File: config.mk
export PLATFORM = sky130hd
export DESIGN_NAME = step_seq_top
export DESIGN_NICKNAME = d
export VERILOG_FILES = /design/src/rtl/seq_pkg.sv /design/src/rtl/seq_core.sv /design/src/rtl/seq_watchdog.sv /design/src/rtl/seq_excl.sv /design/src/rtl/seq_outputs.sv /design/src/rtl/step_seq_top.sv
export SDC_FILE = /design/constraint.sdc
export NUM_CORES = 1
export LEC_CHECK = 0
export ABC_CLOCK_PERIOD_IN_PS = 3200
export CAP_MARGIN = 20
export CORE_ASPECT_RATIO = 1.4
export CORE_UTILIZATION = 62
export DETAILED_ROUTE_END_ITERATION = 8
export DONT_BUFFER_PORTS = 1
export HOLD_SLACK_MARGIN = 0.1
export PLACE_DENSITY_LB_ADDON = 0.12
export RECOVER_POWER = 25
export SLEW_MARGIN = 40
export SYNTH_ARGS = -nofsm -noshare
export SYNTH_HDL_FRONTEND = slang
export SYNTH_SLANG_ARGS = --single-unit
File: constraint.sdc
create_clock -name clk -period 3.2 [get_ports clk]
set_clock_uncertainty 0.05 [all_clocks]
set_input_delay 0.64 -clock clk [delete_from_list [all_inputs] [get_ports clk]]
set_output_delay 0.64 -clock clk [all_outputs]
set_load 0.01 [all_outputs]
File: src/rtl/seq_pkg.sv
package seq_pkg;
  localparam int NSTEP = 5;
  typedef logic [NSTEP-1:0] step_t;
endpackage

File: src/rtl/seq_core.sv
module seq_core
  import seq_pkg::*;
(
  input  logic  clk,
  input  logic  rst_n,
  input  logic  start_req,
  input  logic  stop_ok,
  input  logic  por_clr,
  input  step_t done_i,
  input  logic  expire,
  input  logic  fault_any,
  output step_t step_q,
  output step_t step_d
);
  logic  clear_all;
  logic  idle;
  step_t adv;
  step_t shifted;
  step_t launch;

  always_comb begin
    clear_all = !stop_ok || por_clr;
    idle      = (step_q == '0);
    adv       = step_q & done_i;
    shifted   = {adv[NSTEP-2:0], 1'b0};
    launch    = step_t'(idle && start_req);
    if (clear_all || fault_any || expire)
      step_d = '0;
    else
      step_d = (step_q & ~adv) | shifted | launch;
  end

  always_ff @(posedge clk or negedge rst_n) begin
    if (!rst_n) step_q <= '0;
    else        step_q <= step_d;
  end


  clear_prio_chk: assert property (@(posedge clk) disable iff (!rst_n)
    (!stop_ok || por_clr) |=> (step_q == '0));


  start_ignored_chk: assert property (@(posedge clk) disable iff (!rst_n)
    ((step_q != '0) && start_req && ((step_q & done_i) == '0) && stop_ok
      && !por_clr && !fault_any && !expire) |=> (step_q == $past(step_q)));


  last_to_idle_chk: assert property (@(posedge clk) disable iff (!rst_n)
    (step_q[NSTEP-1] && done_i[NSTEP-1]) |=> (step_q == '0));


  step_excl_chk: assert property (@(posedge clk) disable iff (!rst_n)
    $onehot0(step_q));
endmodule

File: src/rtl/seq_watchdog.sv
module seq_watchdog
  import seq_pkg::*;
#(
  parameter int CNT_W = 12,
  parameter logic [NSTEP*CNT_W-1:0] LIMS = '1
) (
  input  logic  clk,
  input  logic  rst_n,
  input  step_t step_q,
  input  step_t step_d,
  input  step_t done_i,
  input  logic  fault_ack,
  output logic  expire,
  output logic  tmo_fault
);
  logic [CNT_W-1:0] cnt_q, cnt_d, lim_sel;
  logic cnt_en;
  logic tmo_d;

  always_comb begin
    lim_sel = '0;
    for (int i = 0; i < NSTEP; i++)
      if (step_q[i]) lim_sel = lim_sel | LIMS[i*CNT_W +: CNT_W];
  end

  always_comb begin
    expire = (step_q != '0) && ((step_q & done_i) == '0)
             && (cnt_q == lim_sel - CNT_W'(1));
    cnt_en = (step_q != '0) || (cnt_q != '0);
    if (step_d == '0 || step_d != step_q) cnt_d = '0;
    else                                  cnt_d = cnt_q + CNT_W'(1);
    if (expire)         tmo_d = 1'b1;
    else if (fault_ack) tmo_d = 1'b0;
    else                tmo_d = tmo_fault;
  end

  always_ff @(posedge clk or negedge rst_n) begin
    if (!rst_n) begin
      cnt_q     <= '0;
      tmo_fault <= 1'b0;
    end else begin
      if (cnt_en) cnt_q <= cnt_d;
      tmo_fault <= tmo_d;
    end
  end


  expire_raises_chk: assert property (@(posedge clk) disable iff (!rst_n)
    expire |=> (tmo_fault && step_q == '0));


  ack_clears_chk: assert property (@(posedge clk) disable iff (!rst_n)
    (fault_ack && !expire) |=> !tmo_fault);
endmodule

File: src/rtl/seq_excl.sv
module seq_excl
  import seq_pkg::*;
(
  input  logic  clk,
  input  logic  rst_n,
  input  step_t step_q,
  input  logic  fault_ack,
  output logic  inv_fault
);
  logic [$clog2(NSTEP+1)-1:0] n_act;
  logic multi;
  logic inv_d;

  always_comb begin
    n_act = '0;
    for (int i = 0; i < NSTEP; i++)
      n_act = n_act + {{($clog2(NSTEP+1)-1){1'b0}}, step_q[i]};
    multi = (n_act > 1);
    if (multi)          inv_d = 1'b1;
    else if (fault_ack) inv_d = 1'b0;
    else                inv_d = inv_fault;
  end

  always_ff @(posedge clk or negedge rst_n) begin
    if (!rst_n) inv_fault <= 1'b0;
    else        inv_fault <= inv_d;
  end


  inv_latch_chk: assert property (@(posedge clk) disable iff (!rst_n)
    ($countones(step_q) > 1) |=> inv_fault);
endmodule

File: src/rtl/seq_outputs.sv
module seq_outputs
  import seq_pkg::*;
(
  input  logic  clk,
  input  logic  rst_n,
  input  step_t step_q,
  output step_t act_o,
  output step_t pulse_o
);
  step_t prev_q;

  always_ff @(posedge clk or negedge rst_n) begin
    if (!rst_n) prev_q <= '0;
    else        prev_q <= step_q;
  end

  always_comb begin
    act_o   = step_q;
    pulse_o = step_q & ~prev_q;
  end


  pulse_single_chk: assert property (@(posedge clk) disable iff (!rst_n)
    (pulse_o != '0) |=> ((pulse_o & $past(pulse_o)) == '0));


  pulse_in_act_chk: assert property (@(posedge clk) disable iff (!rst_n)
    ((pulse_o & ~act_o) == '0));
endmodule

File: src/rtl/step_seq_top.sv
module step_seq_top
  import seq_pkg::*;
#(
  parameter int CNT_W     = 12,
  parameter int EXP_FILL  = 8,
  parameter int EXP_CAP   = 6,
  parameter int EXP_LABEL = 5,
  parameter int EXP_WRAP  = 7,
  parameter int EXP_INSP  = 4
) (
  input  logic       clk,
  input  logic       rst_n,
  input  logic       start_req,
  input  logic       stop_ok,
  input  logic       por_clr,
  input  logic [4:0] done_i,
  input  logic       fault_ack,
  output logic [4:0] step_o,
  output logic [4:0] act_o,
  output logic [4:0] pulse_o,
  output logic       tmo_fault,
  output logic       inv_fault
);
  localparam logic [NSTEP*CNT_W-1:0] LIMS = {
    CNT_W'(2*EXP_INSP), CNT_W'(2*EXP_WRAP), CNT_W'(2*EXP_LABEL),
    CNT_W'(2*EXP_CAP),  CNT_W'(2*EXP_FILL)};

  step_t step_q, step_d;
  logic  expire;
  logic  tmo_w, inv_w;

  seq_core u_core (
    .clk(clk), .rst_n(rst_n), .start_req(start_req), .stop_ok(stop_ok),
    .por_clr(por_clr), .done_i(done_i), .expire(expire),
    .fault_any(tmo_w | inv_w), .step_q(step_q), .step_d(step_d));

  seq_watchdog #(.CNT_W(CNT_W), .LIMS(LIMS)) u_wd (
    .clk(clk), .rst_n(rst_n), .step_q(step_q), .step_d(step_d),
    .done_i(done_i), .fault_ack(fault_ack), .expire(expire),
    .tmo_fault(tmo_w));

  seq_excl u_excl (
    .clk(clk), .rst_n(rst_n), .step_q(step_q), .fault_ack(fault_ack),
    .inv_fault(inv_w));

  seq_outputs u_out (
    .clk(clk), .rst_n(rst_n), .step_q(step_q), .act_o(act_o),
    .pulse_o(pulse_o));

  assign step_o    = step_q;
  assign tmo_fault = tmo_w;
  assign inv_fault = inv_w;
endmodule

==> results_dict.tcl <==
set metrics [dict create \
    cts_sinks 24 \
    fp-row-count 20 \
    synth_top_cell_area_share_pct 41.1 \
    synth_area_um2 1460 \
    p_comb_share_pct 8.7 \
    cap_violations 0 \
    fin_crit_sh_pct 81.2 \
    drc 0 \
    path_clk_slew_ns 0.14 \
    die_h_um 59.5 \
    hold_violations 0 \
    final.setup.worst_slack_ns 0.602 \
    power_frac_seq_pct 53.9 \
    ios 28 \
    syn_avg_cell_area_um2 9.44 \
    power_density_nw_per_um2 391 \
    via_per_inst 6.37 \
    hold_slack_ns 0.346 \
    timing.final.max_slew_violations 0 \
    die_width_um 43.1 \
    required_ns 3.34 \
    layout_commonest_cell "dfrtp_1" \
    hp-class "input port to flip-flop" \
    grt.overflow.total 0 \
    nFillCells 187 \
    p_switching_mw 0.132 \
    cts_tree "yes" \
    grt_use_total_pct 24.1 \
    drtPass1Iterations 4 \
    clk_latency_ns 0.32 \
    grt_max_degree 25 \
    cts_inserted_buffers 3 \
    layout-drive-gt1-share_pct 10.5 \
    ys_types 38 \
    timing.fmax_ghz 0.385 \
    slew_headroom_pct 16.3 \
    p_int_mw 0.452 \
    rsz0062_at_grt "no" \
    synth-seq-cells 24 \
    synth_nets 173 \
    die_area_um2 2560 \
    antenna_left 0 \
    nets 172 \
    antenna_found_initial 0 \
    port_buffers 0 \
    yosysTopAreaCell "dfrtp_1" \
    diodes 0 \
    grt_pass1_vias 1108 \
    cp_max_fo 12 \
    clockBufferDepth 2 \
    route.detailed.wl_per_inst_um 16.4 \
    synth_area_leaders "dfrtp_1 (41%), xor2_1 (4.8%), ha_1 (4.3%)" \
    yosysWarnings 0 \
    start_kind "flip-flop" \
    drtIter0Drc 30 \
    via_count 1115 \
    area_growth_pct 2.14 \
    crit_type "flip-flop to flip-flop" \
    wl_um 2860 \
    mostFrequentLayoutCells "dfrtp_1 (24), nor2_1 (16), nand2_1 (13), inv_1 (11), a21oi_1 (10)" \
    netlist_instances 155 \
    seq_area_frac_synth_pct 41.1 \
    dp_hpwl_um 2160 \
    tns_ns 0 \
    min_period_ns 2.60 \
    core_area_um2 2200 \
    status "completed" \
    sw_frac_of_total_pct 22.6 \
    cts_root_buf "clkbuf_4" \
    p_leak_nw 0.629 \
    place_congestion 0.901 \
    crit_arrival_ns 2.74 \
    pwr-share-clk_pct 37.4 \
    worstMarginPinSlew_ns 1.26 \
    dp_slack_ns 0.526 \
    setup_viol_count_final 0 \
    end_kind "flip-flop" \
    grt_pass1_wl_um 4600 \
    ir_drop_mv 0.286 \
    initial_core_util_pct 66.4 \
    cts_max_level 1 \
]
## per-layer routing
metal	part of all wire, %	wire length (um)	vias to the layer above	track usage, %
met5	0	0	-	0
met4	3.2	91	0	15.2
met3	4.4	127	8	3.05
met2	53	1500	40	45.9
met1	40	1140	543	24.2
li1	-	-	524	-
## path summary, 6_finish.rpt
| check | start | end | slack [ns] | cells past startpoint |
|---|---|---|---|---|
| max in group asynchronous | rst_n | u_wd.cnt_q[2] | 1.85 | 1 |
| min in group asynchronous | rst_n | u_out.prev_q[2] | 0.50 | 1 |
| worst min register to register | u_wd.cnt_q[11] | u_wd.cnt_q[11] | 0.55 | 2 |
| worst max-delay path | u_core.step_q[1] | u_wd.cnt_q[1] | 0.60 | 8 |
| worst min-delay path | fault_ack | u_wd.tmo_fault | 0.35 | 1 |
| worst max register to register | u_core.step_q[1] | u_wd.cnt_q[1] | 0.60 | 8 |
## sequential cells by signal (all words and copies together) (netlist names)
register,cells
u_core.step_q,5
u_wd.tmo_fault,1
u_out.prev_q,5
u_excl.inv_fault,1
u_wd.cnt_q,12
## synthesized netlist by cell type (all sizes together)
cell and count:
a211oi 1, a21boi 1, a21oi 10, a221o 1, a22oi 2, and2 1
and2b 3, and3 1, buf 7, clkbuf 2, dfrtp 24, fa 2
ha 5, inv 11, mux2 2, mux2i 1, nand2 13, nand2b 4
nand3 6, nand3b 1, nand4 4, nor2 16, nor2b 1, nor3 2
nor4 2, nor4b 1, o211ai 3, o21ai 6, o21bai 1, o22a 1
o22ai 3, or3 1, or4 3, or4b 1, xnor2 4, xor2 8
## worst max-delay path, cell delays in order, from the launching register on
cell and delay [ns]:
dfrtp_1 0.65, nor2_1 0.10, ha_1 0.23, xor2_1 0.15, or4_1 0.40, a221o_1 0.36, o21bai_4 0.19, or4_4 0.24
o22ai_1 0.09
## area by class of cell
type | instances | area (um^2) | area share, %
Sequential cell | 24 | 601 | 40.2
Tap cell | 22 | 27.5 | 1.84
Multi-Input combinational cell | 111 | 753 | 50.4
Inverter | 11 | 41.3 | 2.76
Timing Repair Buffer | 3 | 18.8 | 1.26
Clock inverter | 1 | 30.0 | 2.01
Clock buffer | 3 | 22.5 | 1.51
## timing repair
| action | 4_1_cts | 5_1_grt |
|---|---|---|
| buffers inserted | 0 | 0 |
| resized for setup | 0 | 0 |
| endpoints found under the hold margin | 24 | 0 |
| hold buffers | 1 | 0 |
## power by group through the flow
stage / Sequential [mW] / Clock [mW] / Combinational (mW)
after floorplan: 0.317 / 0 / 0.0391
after global placement: 0.320 / 0 / 0.0430
after detailed placement: 0.320 / 0 / 0.0441
after CTS: 0.314 / 0.221 / 0.0516
after global routing: 0.316 / 0.229 / 0.0570
final: 0.314 / 0.218 / 0.0509
## cell families after synthesis
group	share of synthesized area, %
DFF	41.1
muxes	2.48
AOI/OAI and AO/OA	12.9
xor gates and xnor gates	7.19
buffers and inverters	7.44
and+or+nand+nor	21.9
adders and majority gates	7.01
## per-stage QoR
step	instance area [um^2]	std cells	utilization [%]	power, mW
2_1_floorplan	1460	155	-	0.356
3_3_place_gp	1440	170	65.3	0.363
6_report	1490	175	67.8	0.583
5_1_grt	1490	175	67.8	0.601
3_5_place_dp	1440	170	65.3	0.364
4_1_cts	1500	175	68.1	0.587
Power figures use the tool's default switching activity.
